==> src/rtl/mac_pkg.sv <==
package mac_pkg;
  localparam int unsigned DEF_TASKS = 7;
  localparam int unsigned DEF_AB_W  = 8;
  localparam int unsigned DEF_C_W   = 16;

  function automatic int unsigned sum_width(input int unsigned ab_w, input int unsigned c_w);
    int unsigned pw;
    pw = 2 * ab_w;
    return ((pw > c_w) ? pw : c_w) + 1;
  endfunction

  function automatic int unsigned idx_width(input int unsigned n);
    return (n > 1) ? $clog2(n) : 1;
  endfunction
endpackage

==> src/rtl/mac_seq.sv <==
module mac_seq
  import mac_pkg::*;
#(
  parameter int unsigned N    = DEF_TASKS,
  parameter int unsigned AB_W = DEF_AB_W,
  parameter int unsigned C_W  = DEF_C_W,
  localparam int unsigned IW  = idx_width(N)
) (
  input  logic            clk,
  input  logic            rst_n,
  input  logic            wr_en,
  input  logic [IW-1:0]   wr_idx,
  input  logic [AB_W-1:0] wr_a,
  input  logic [AB_W-1:0] wr_b,
  input  logic [C_W-1:0]  wr_c,
  input  logic            start,
  output logic            start_acc,
  output logic            issue_v,
  output logic [IW-1:0]   issue_idx,
  output logic [AB_W-1:0] issue_a,
  output logic [AB_W-1:0] issue_b,
  output logic [C_W-1:0]  late_c
);
  localparam logic [IW-1:0] LAST = IW'(N - 1);

  logic [AB_W-1:0] store_a [N];
  logic [AB_W-1:0] store_b [N];
  logic [C_W-1:0]  store_c [N];

  logic          run_q, run_d;
  logic [IW-1:0] idx_q, idx_d;
  logic [IW-1:0] cidx_q, cidx_d;

  always_ff @(posedge clk) begin
    if (wr_en) begin
      store_a[wr_idx] <= wr_a;
      store_b[wr_idx] <= wr_b;
      store_c[wr_idx] <= wr_c;
    end
  end

  always_comb begin
    run_d     = run_q;
    idx_d     = idx_q;
    start_acc = 1'b0;
    if (!run_q) begin
      if (start) begin
        run_d     = 1'b1;
        idx_d     = '0;
        start_acc = 1'b1;
      end
    end else if (idx_q == LAST) begin
      run_d = 1'b0;
    end else begin
      idx_d = idx_q + 1'b1;
    end
    cidx_d = run_q ? idx_q : cidx_q;
  end

  always_ff @(posedge clk or negedge rst_n) begin
    if (!rst_n) begin
      run_q  <= 1'b0;
      idx_q  <= '0;
      cidx_q <= '0;
    end else begin
      run_q  <= run_d;
      idx_q  <= idx_d;
      cidx_q <= cidx_d;
    end
  end

  assign issue_v   = run_q;
  assign issue_idx = idx_q;
  assign issue_a   = store_a[idx_q];
  assign issue_b   = store_b[idx_q];
  assign late_c    = store_c[cidx_q];


  idx_adv_chk: assert property (@(posedge clk) disable iff (!rst_n)
    (run_q && $past(run_q)) |-> (idx_q == IW'($past(idx_q) + 1'b1)));
endmodule

==> src/rtl/mac_pipe3.sv <==
module mac_pipe3
  import mac_pkg::*;
#(
  parameter int unsigned N    = DEF_TASKS,
  parameter int unsigned AB_W = DEF_AB_W,
  parameter int unsigned C_W  = DEF_C_W,
  localparam int unsigned IW  = idx_width(N),
  localparam int unsigned RW  = sum_width(AB_W, C_W)
) (
  input  logic            clk,
  input  logic            rst_n,
  input  logic            in_v,
  input  logic [IW-1:0]   in_idx,
  input  logic [AB_W-1:0] in_a,
  input  logic [AB_W-1:0] in_b,
  input  logic [C_W-1:0]  in_c,
  output logic            inner_busy,
  output logic            out_v,
  output logic [IW-1:0]   out_idx,
  output logic [RW-1:0]   out_sum
);
  // segment 1
  logic            v1_q;
  logic [AB_W-1:0] ra_q, rb_q;
  logic [IW-1:0]   i1_q;
  // segment 2
  logic            v2_q;
  logic [RW-1:0]   prod_q;
  logic [C_W-1:0]  rc_q;
  logic [IW-1:0]   i2_q;
  // segment 3
  logic            v3_q;
  logic [RW-1:0]   sum_q;
  logic [IW-1:0]   i3_q;

  logic [RW-1:0]   prod_d, sum_d;

  always_comb begin
    prod_d = RW'(ra_q) * RW'(rb_q);
    sum_d  = prod_q + RW'(rc_q);
  end

  always_ff @(posedge clk or negedge rst_n) begin
    if (!rst_n) begin
      v1_q <= 1'b0;
      v2_q <= 1'b0;
      v3_q <= 1'b0;
    end else begin
      v1_q <= in_v;
      v2_q <= v1_q;
      v3_q <= v2_q;
    end
  end

  always_ff @(posedge clk) begin
    if (in_v) begin
      ra_q <= in_a;
      rb_q <= in_b;
      i1_q <= in_idx;
    end
    if (v1_q) begin
      prod_q <= prod_d;
      rc_q   <= in_c;
      i2_q   <= i1_q;
    end
    if (v2_q) begin
      sum_q <= sum_d;
      i3_q  <= i2_q;
    end
  end

  assign inner_busy = v1_q | v2_q;
  assign out_v      = v3_q;
  assign out_idx    = i3_q;
  assign out_sum    = sum_q;


  seg_math_chk: assert property (@(posedge clk) disable iff (!rst_n)
    ($past(v2_q) && $past(v1_q, 2)) |->
      (sum_q == (RW'($past(ra_q, 2)) * RW'($past(rb_q, 2)) + RW'($past(rc_q)))));
endmodule

==> src/rtl/mac_batch_mon.sv <==
module mac_batch_mon
  import mac_pkg::*;
#(
  parameter int unsigned N   = DEF_TASKS,
  localparam int unsigned IW = idx_width(N),
  localparam int unsigned TW = $clog2(N + 3)
) (
  input  logic          clk,
  input  logic          rst_n,
  input  logic          clr,
  input  logic          inc,
  input  logic          res_v,
  input  logic [IW-1:0] res_idx,
  output logic          done,
  output logic [TW-1:0] cycles
);
  localparam logic [IW-1:0] LAST = IW'(N - 1);

  logic [TW-1:0] cnt_q, cnt_d;
  logic          done_q, done_d;

  always_comb begin
    cnt_d = cnt_q;
    if (clr)      cnt_d = '0;
    else if (inc) cnt_d = cnt_q + 1'b1;
    done_d = res_v && (res_idx == LAST);
  end

  always_ff @(posedge clk or negedge rst_n) begin
    if (!rst_n) begin
      cnt_q  <= '0;
      done_q <= 1'b0;
    end else begin
      cnt_q  <= cnt_d;
      done_q <= done_d;
    end
  end

  assign done   = done_q;
  assign cycles = cnt_q;


  cycles_at_done_chk: assert property (@(posedge clk) disable iff (!rst_n)
    done_q |-> (cnt_q == TW'(N + 2)));
endmodule

==> src/rtl/mac_batch_top.sv <==
module mac_batch_top
  import mac_pkg::*;
#(
  parameter int unsigned N    = DEF_TASKS,
  parameter int unsigned AB_W = DEF_AB_W,
  parameter int unsigned C_W  = DEF_C_W,
  localparam int unsigned IW  = idx_width(N),
  localparam int unsigned RW  = sum_width(AB_W, C_W),
  localparam int unsigned TW  = $clog2(N + 3)
) (
  input  logic            clk,
  input  logic            rst_n,
  input  logic            wr_en,
  input  logic [IW-1:0]   wr_idx,
  input  logic [AB_W-1:0] wr_a,
  input  logic [AB_W-1:0] wr_b,
  input  logic [C_W-1:0]  wr_c,
  input  logic            start,
  output logic            res_valid,
  output logic [IW-1:0]   res_idx,
  output logic [RW-1:0]   res_data,
  output logic            done,
  output logic [TW-1:0]   cycles
);
  logic            start_acc, issue_v, inner_busy;
  logic [IW-1:0]   issue_idx;
  logic [AB_W-1:0] issue_a, issue_b;
  logic [C_W-1:0]  late_c;

  mac_seq #(.N(N), .AB_W(AB_W), .C_W(C_W)) u_seq (
    .clk(clk), .rst_n(rst_n), .wr_en(wr_en), .wr_idx(wr_idx),
    .wr_a(wr_a), .wr_b(wr_b), .wr_c(wr_c), .start(start),
    .start_acc(start_acc), .issue_v(issue_v), .issue_idx(issue_idx),
    .issue_a(issue_a), .issue_b(issue_b), .late_c(late_c)
  );

  mac_pipe3 #(.N(N), .AB_W(AB_W), .C_W(C_W)) u_pipe (
    .clk(clk), .rst_n(rst_n), .in_v(issue_v), .in_idx(issue_idx),
    .in_a(issue_a), .in_b(issue_b), .in_c(late_c),
    .inner_busy(inner_busy), .out_v(res_valid), .out_idx(res_idx),
    .out_sum(res_data)
  );

  mac_batch_mon #(.N(N)) u_mon (
    .clk(clk), .rst_n(rst_n), .clr(start_acc), .inc(issue_v | inner_busy),
    .res_v(res_valid), .res_idx(res_idx), .done(done), .cycles(cycles)
  );


  fill_latency_chk: assert property (@(posedge clk) disable iff (!rst_n)
    res_valid |-> $past(issue_v, 3));

  idx_step_chk: assert property (@(posedge clk) disable iff (!rst_n)
    (res_valid && $past(res_valid)) |-> (res_idx == IW'($past(res_idx) + 1'b1)));

  done_pulse_chk: assert property (@(posedge clk) disable iff (!rst_n)
    done |=> !done);

  done_follow_chk: assert property (@(posedge clk) disable iff (!rst_n)
    done |-> (!res_valid && $past(res_valid)));
endmodule

==> config.mk <==
export PLATFORM = sky130hd
export DESIGN_NAME = mac_batch_top
export DESIGN_NICKNAME = d
export VERILOG_FILES = /design/src/rtl/mac_pkg.sv /design/src/rtl/mac_seq.sv /design/src/rtl/mac_pipe3.sv /design/src/rtl/mac_batch_mon.sv /design/src/rtl/mac_batch_top.sv
export SDC_FILE = /design/constraint.sdc
export NUM_CORES = 1
export LEC_CHECK = 0
export ABC_CLOCK_PERIOD_IN_PS = 6200
export BUFFER_PORTS_ARGS = -buffer_cell sky130_fd_sc_hd__clkbuf_2
export CORE_MARGIN = 4
export CORE_UTILIZATION = 55
export DETAILED_ROUTE_END_ITERATION = 10
export PLACE_DENSITY = 0.72
export SLEW_MARGIN = 30
export SYNTH_ARGS = -nofsm -noshare
export SYNTH_HDL_FRONTEND = slang
export SYNTH_SLANG_ARGS = --single-unit
==> constraint.sdc <==
create_clock -name clk -period 6.2 [get_ports clk]
set_clock_uncertainty 0.15 [all_clocks]
set_input_delay 0.31 -clock clk [delete_from_list [all_inputs] [get_ports clk]]
set_output_delay 0.31 -clock clk [all_outputs]
set_load 0.02 [all_outputs]
==> results.md <==
- Synthesized area per cell: 15.8 sq um
- Detailed Place HPWL: approximately 17 mm
- Startpoint kind of the worst setup timing path: register
- Sum of routed wire length over all layers: 26.4 mm
- Number of buffers created by CTS: 31
- Number of ports placed on the die boundary: between 60 and 70
- Congestion Overflow GR: 0
- Worst-Skew Late Latency: 550 ps
- Synth-to-layout area growth: 13.9%
- Relative max-transition margin: between 40 and 50%
- Via count of the first global-routing pass: 7861
- Asr flop ratio synth: ~4.8%
- Final critical delay including setup and external delays: between 4000 and 5000 ps
- Sum of negative setup slack: 0 ps
- Worst-path cell with the longest stage delay: sky130_fd_sc_hd__fa_1
- Yosys cell types: 59
- Gate Count Post-Synth: between 900 and 1000
- Sequential-to-total area share from yosys stat: roughly 64%
- Non-Filler Instances: between 1000 and 1500
- Total routing usage reported by global routing: a little under a fifth
- Commonest cells after routing, fill and taps aside: sky130_fd_sc_hd__edfxtp_1 (298), sky130_fd_sc_hd__inv_1 (70), sky130_fd_sc_hd__nand2_1 (66)
- IO Port Bufs: 64
- Most common cell after layout, fill and taps aside: sky130_fd_sc_hd__edfxtp_1
- Core Region: ~26000 sq um
- Largest buffer count on any clock path: 3
- Class of the tightest hold or removal check: input port to asynchronous set/reset pin
- Die outline height: around 170 um
- Row count: 59
- CP required: between 6000 and 7000 ps
- Number of synthesized flops with an enable pin: 298
- First-pass GRT wire length: 42.5 mm
- Summed instance area of the synthesized netlist: around 15000 sq um
- Largest net degree at the start of global routing: 55
- Initial antenna violation count: 0
- Hold Vio Cnt, Final: 0
- Post-route ant nets: 0
- Final worst slack: about 1600 ps
- Number of placed instances, taps included: about 1300
- TritonCTS clock tree: done
- Pre-Repair DR Iteration Count: 5
- Measured slew at the worst slew-check pin: between 800 and 900 ps
- Largest stage delay, worst path: between 500 and 600 ps
- Effective utilization at floorplan: ~56%
- Result of the run: completed
- Synthesis warning total: 0
- Count of buffers added by post-CTS timing repair for setup: 0
- Number of clock sinks seen by CTS: 313
- Hold WS: around 80 ps
- Diodes inserted: 0
- Number of DRC violations after detailed-routing iteration 0: roughly 580
- Buffer cell driving the clock tree root: sky130_fd_sc_hd__clkbuf_16
- Vias: a little under 8000
- Setup violators final: 0
- Via/cell ratio: roughly 5.5
- WP data arrival: ~4700 ps
- Max Cap Violations: 0
- Die Area: slightly below 30000 sq um
- Synthesis-stage register bit count: around 310
- Highest Clock Rate: approximately 220 MHz
- Net Count, Synth: between 1000 and 1500
- Critical setup path kind: register to register
- Kind of end point of the critical path: register
- Worst path cell trace: nand2_1 > fa_1 > fa_1 > inv_1 > fa_1 > inv_1 > fa_1 > inv_1 > ha_1 > and2_4 > a221oi_2 > a21oi_2 > o41ai_2 > xnor2_1
- Reg clk slew, reported paths: approximately 60 ps
- Dominant synthesized flop cell: sky130_fd_sc_hd__edfxtp_1
- Dominant cell type by count on the critical path: sky130_fd_sc_hd__fa_1
- Placer Congestion: about 0.86
- Place WS: between 1500 and 2000 ps
- Ratio of cells with drive above 1 in the final layout: 18.8%
- Share of the clock period used by the worst path after layout: 73.5%
- Highest fanout seen on the critical path: 8
- Final routed wire length divided by cell count: approximately 19 um
- DRC Markers: 0
- Fin. max-slew vios: 0
- CTS H-Tree Depth: 1
- NumNets Final: around 1200
- Setup repair after global routing missed its margin: false
- Die boundary width: between 150 and 200 um
area by class of cell:
| class | instances | area, sq um |
|---|---|---|
| clock buffers | 42 | 847 |
| repair buffers | 109 | 743 |
| well taps | 335 | 419 |
| fillers | 1846 | 9470 |
| multi-input cells | 509 | 4790 |
| clock inverters | 14 | 123 |
| flip-flops and latches | 313 | 9330 |
| inverters | 70 | 263 |
Yosys cell counts (10+ instances only):
| cell | n | area (sq um) |
|---|---|---|
| sky130_fd_sc_hd__mux2i_1 | 32 | 320 |
| sky130_fd_sc_hd__nand2_1 | 66 | 248 |
| sky130_fd_sc_hd__nor2_1 | 15 | 56.3 |
| sky130_fd_sc_hd__edfxtp_1 | 298 | 8950 |
| sky130_fd_sc_hd__ha_1 | 55 | 688 |
| sky130_fd_sc_hd__inv_1 | 70 | 263 |
| sky130_fd_sc_hd__o21ai_0 | 51 | 255 |
| sky130_fd_sc_hd__mux2_2 | 35 | 394 |
| sky130_fd_sc_hd__fa_1 | 37 | 741 |
| sky130_fd_sc_hd__dfrtp_1 | 15 | 375 |
| sky130_fd_sc_hd__mux4_2 | 23 | 518 |
| sky130_fd_sc_hd__xnor2_1 | 14 | 123 |
| sky130_fd_sc_hd__and2_1 | 55 | 344 |
| sky130_fd_sc_hd__a21oi_1 | 24 | 120 |
| sky130_fd_sc_hd__clkbuf_1 | 10 | 37.5 |
repair_timing:
item                                   in CTS  in global routing
resized for setup                           0                  0
hold buffers                               34                  0
endpoints found under the hold margin     246                  0
registers in the layout, summed over array words and instances (netlist names), 4 cells and up:
register,flops
u_pipe.rb_q,8
u_seq.store_b,56
u_pipe.prod_q,16
u_pipe.out_sum,17
u_seq.store_c,112
u_pipe.rc_q,16
u_seq.store_a,56
u_pipe.ra_q,8
u_mon.cycles,4
cell families (layout without fill, tap and decap cells):
| logic type | after synthesis | in the layout | synth area share [%] |
|---|---|---|---|
| DFF | 313 | 313 | 64.3 |
| and+or+nand+nor | 177 | 177 | 6.27 |
| AOI/OAI and AO/OA | 118 | 118 | 5.05 |
| muxes | 99 | 99 | 10.1 |
| buffers and inverters | 98 | 235 | 3.02 |
| adders and majority gates | 92 | 92 | 9.85 |
| xor gates and xnor gates | 23 | 23 | 1.39 |
path summary, 6_finish.rpt:
kind	cells past startpoint	startpoint	end	slack (ps)
max in group asynchronous	2	rst_n	u_seq.cidx_q[0]$_DFFE_PN0P_	5460
max reg2reg	14	u_pipe.rb_q[4]$_DFFE_PP_	u_pipe.prod_q[12]$_DFFE_PP_	1650
min	2	rst_n	u_pipe.v2_q$_DFF_PN0_	80
min reg2reg	0	u_pipe.i1_q[2]$_DFFE_PP_	u_pipe.i2_q[2]$_DFFE_PP_	270
min in group clk	3	wr_idx[2]	u_seq.store_c[6][5]$_DFFE_PP_	120
max	14	u_pipe.rb_q[4]$_DFFE_PP_	u_pipe.prod_q[12]$_DFFE_PP_	1650
critical path: cells and delay by family (launching register included):
kind	cells	cell delay, ps
simple gates	2	320
xor+xnor	1	90
flops	1	460
compound gates	3	680
fa+ha+maj	5	2460
buf+inv	3	140
through the flow:
| step | instance area [sq um] | util [%] |
|---|---|---|
| final | 16500 | 63.6 |
| after global placement | 15200 | 58.5 |
| after floorplan | 14500 | - |
| after detailed placement | 15200 | 58.5 |
| after global routing | 16500 | 63.6 |
| after CTS | 16500 | 63.6 |
layer usage:
metal  part of all wire (%)  up-vias  routed length (um)  global-route usage, %
met3                    4.4       55                1160                   2.76
li1                       -     3662                   -                      -
met1                     45     3793               11800                   26.6
met2                     48      179               12700                   30.3
met5                      0        -                   0                      0
met4                    2.6        0                 693                   5.31
Power is left out: the tool's default activity adds up to more than one toggle a clock period on the data nets, which glitch-free logic cannot reach.
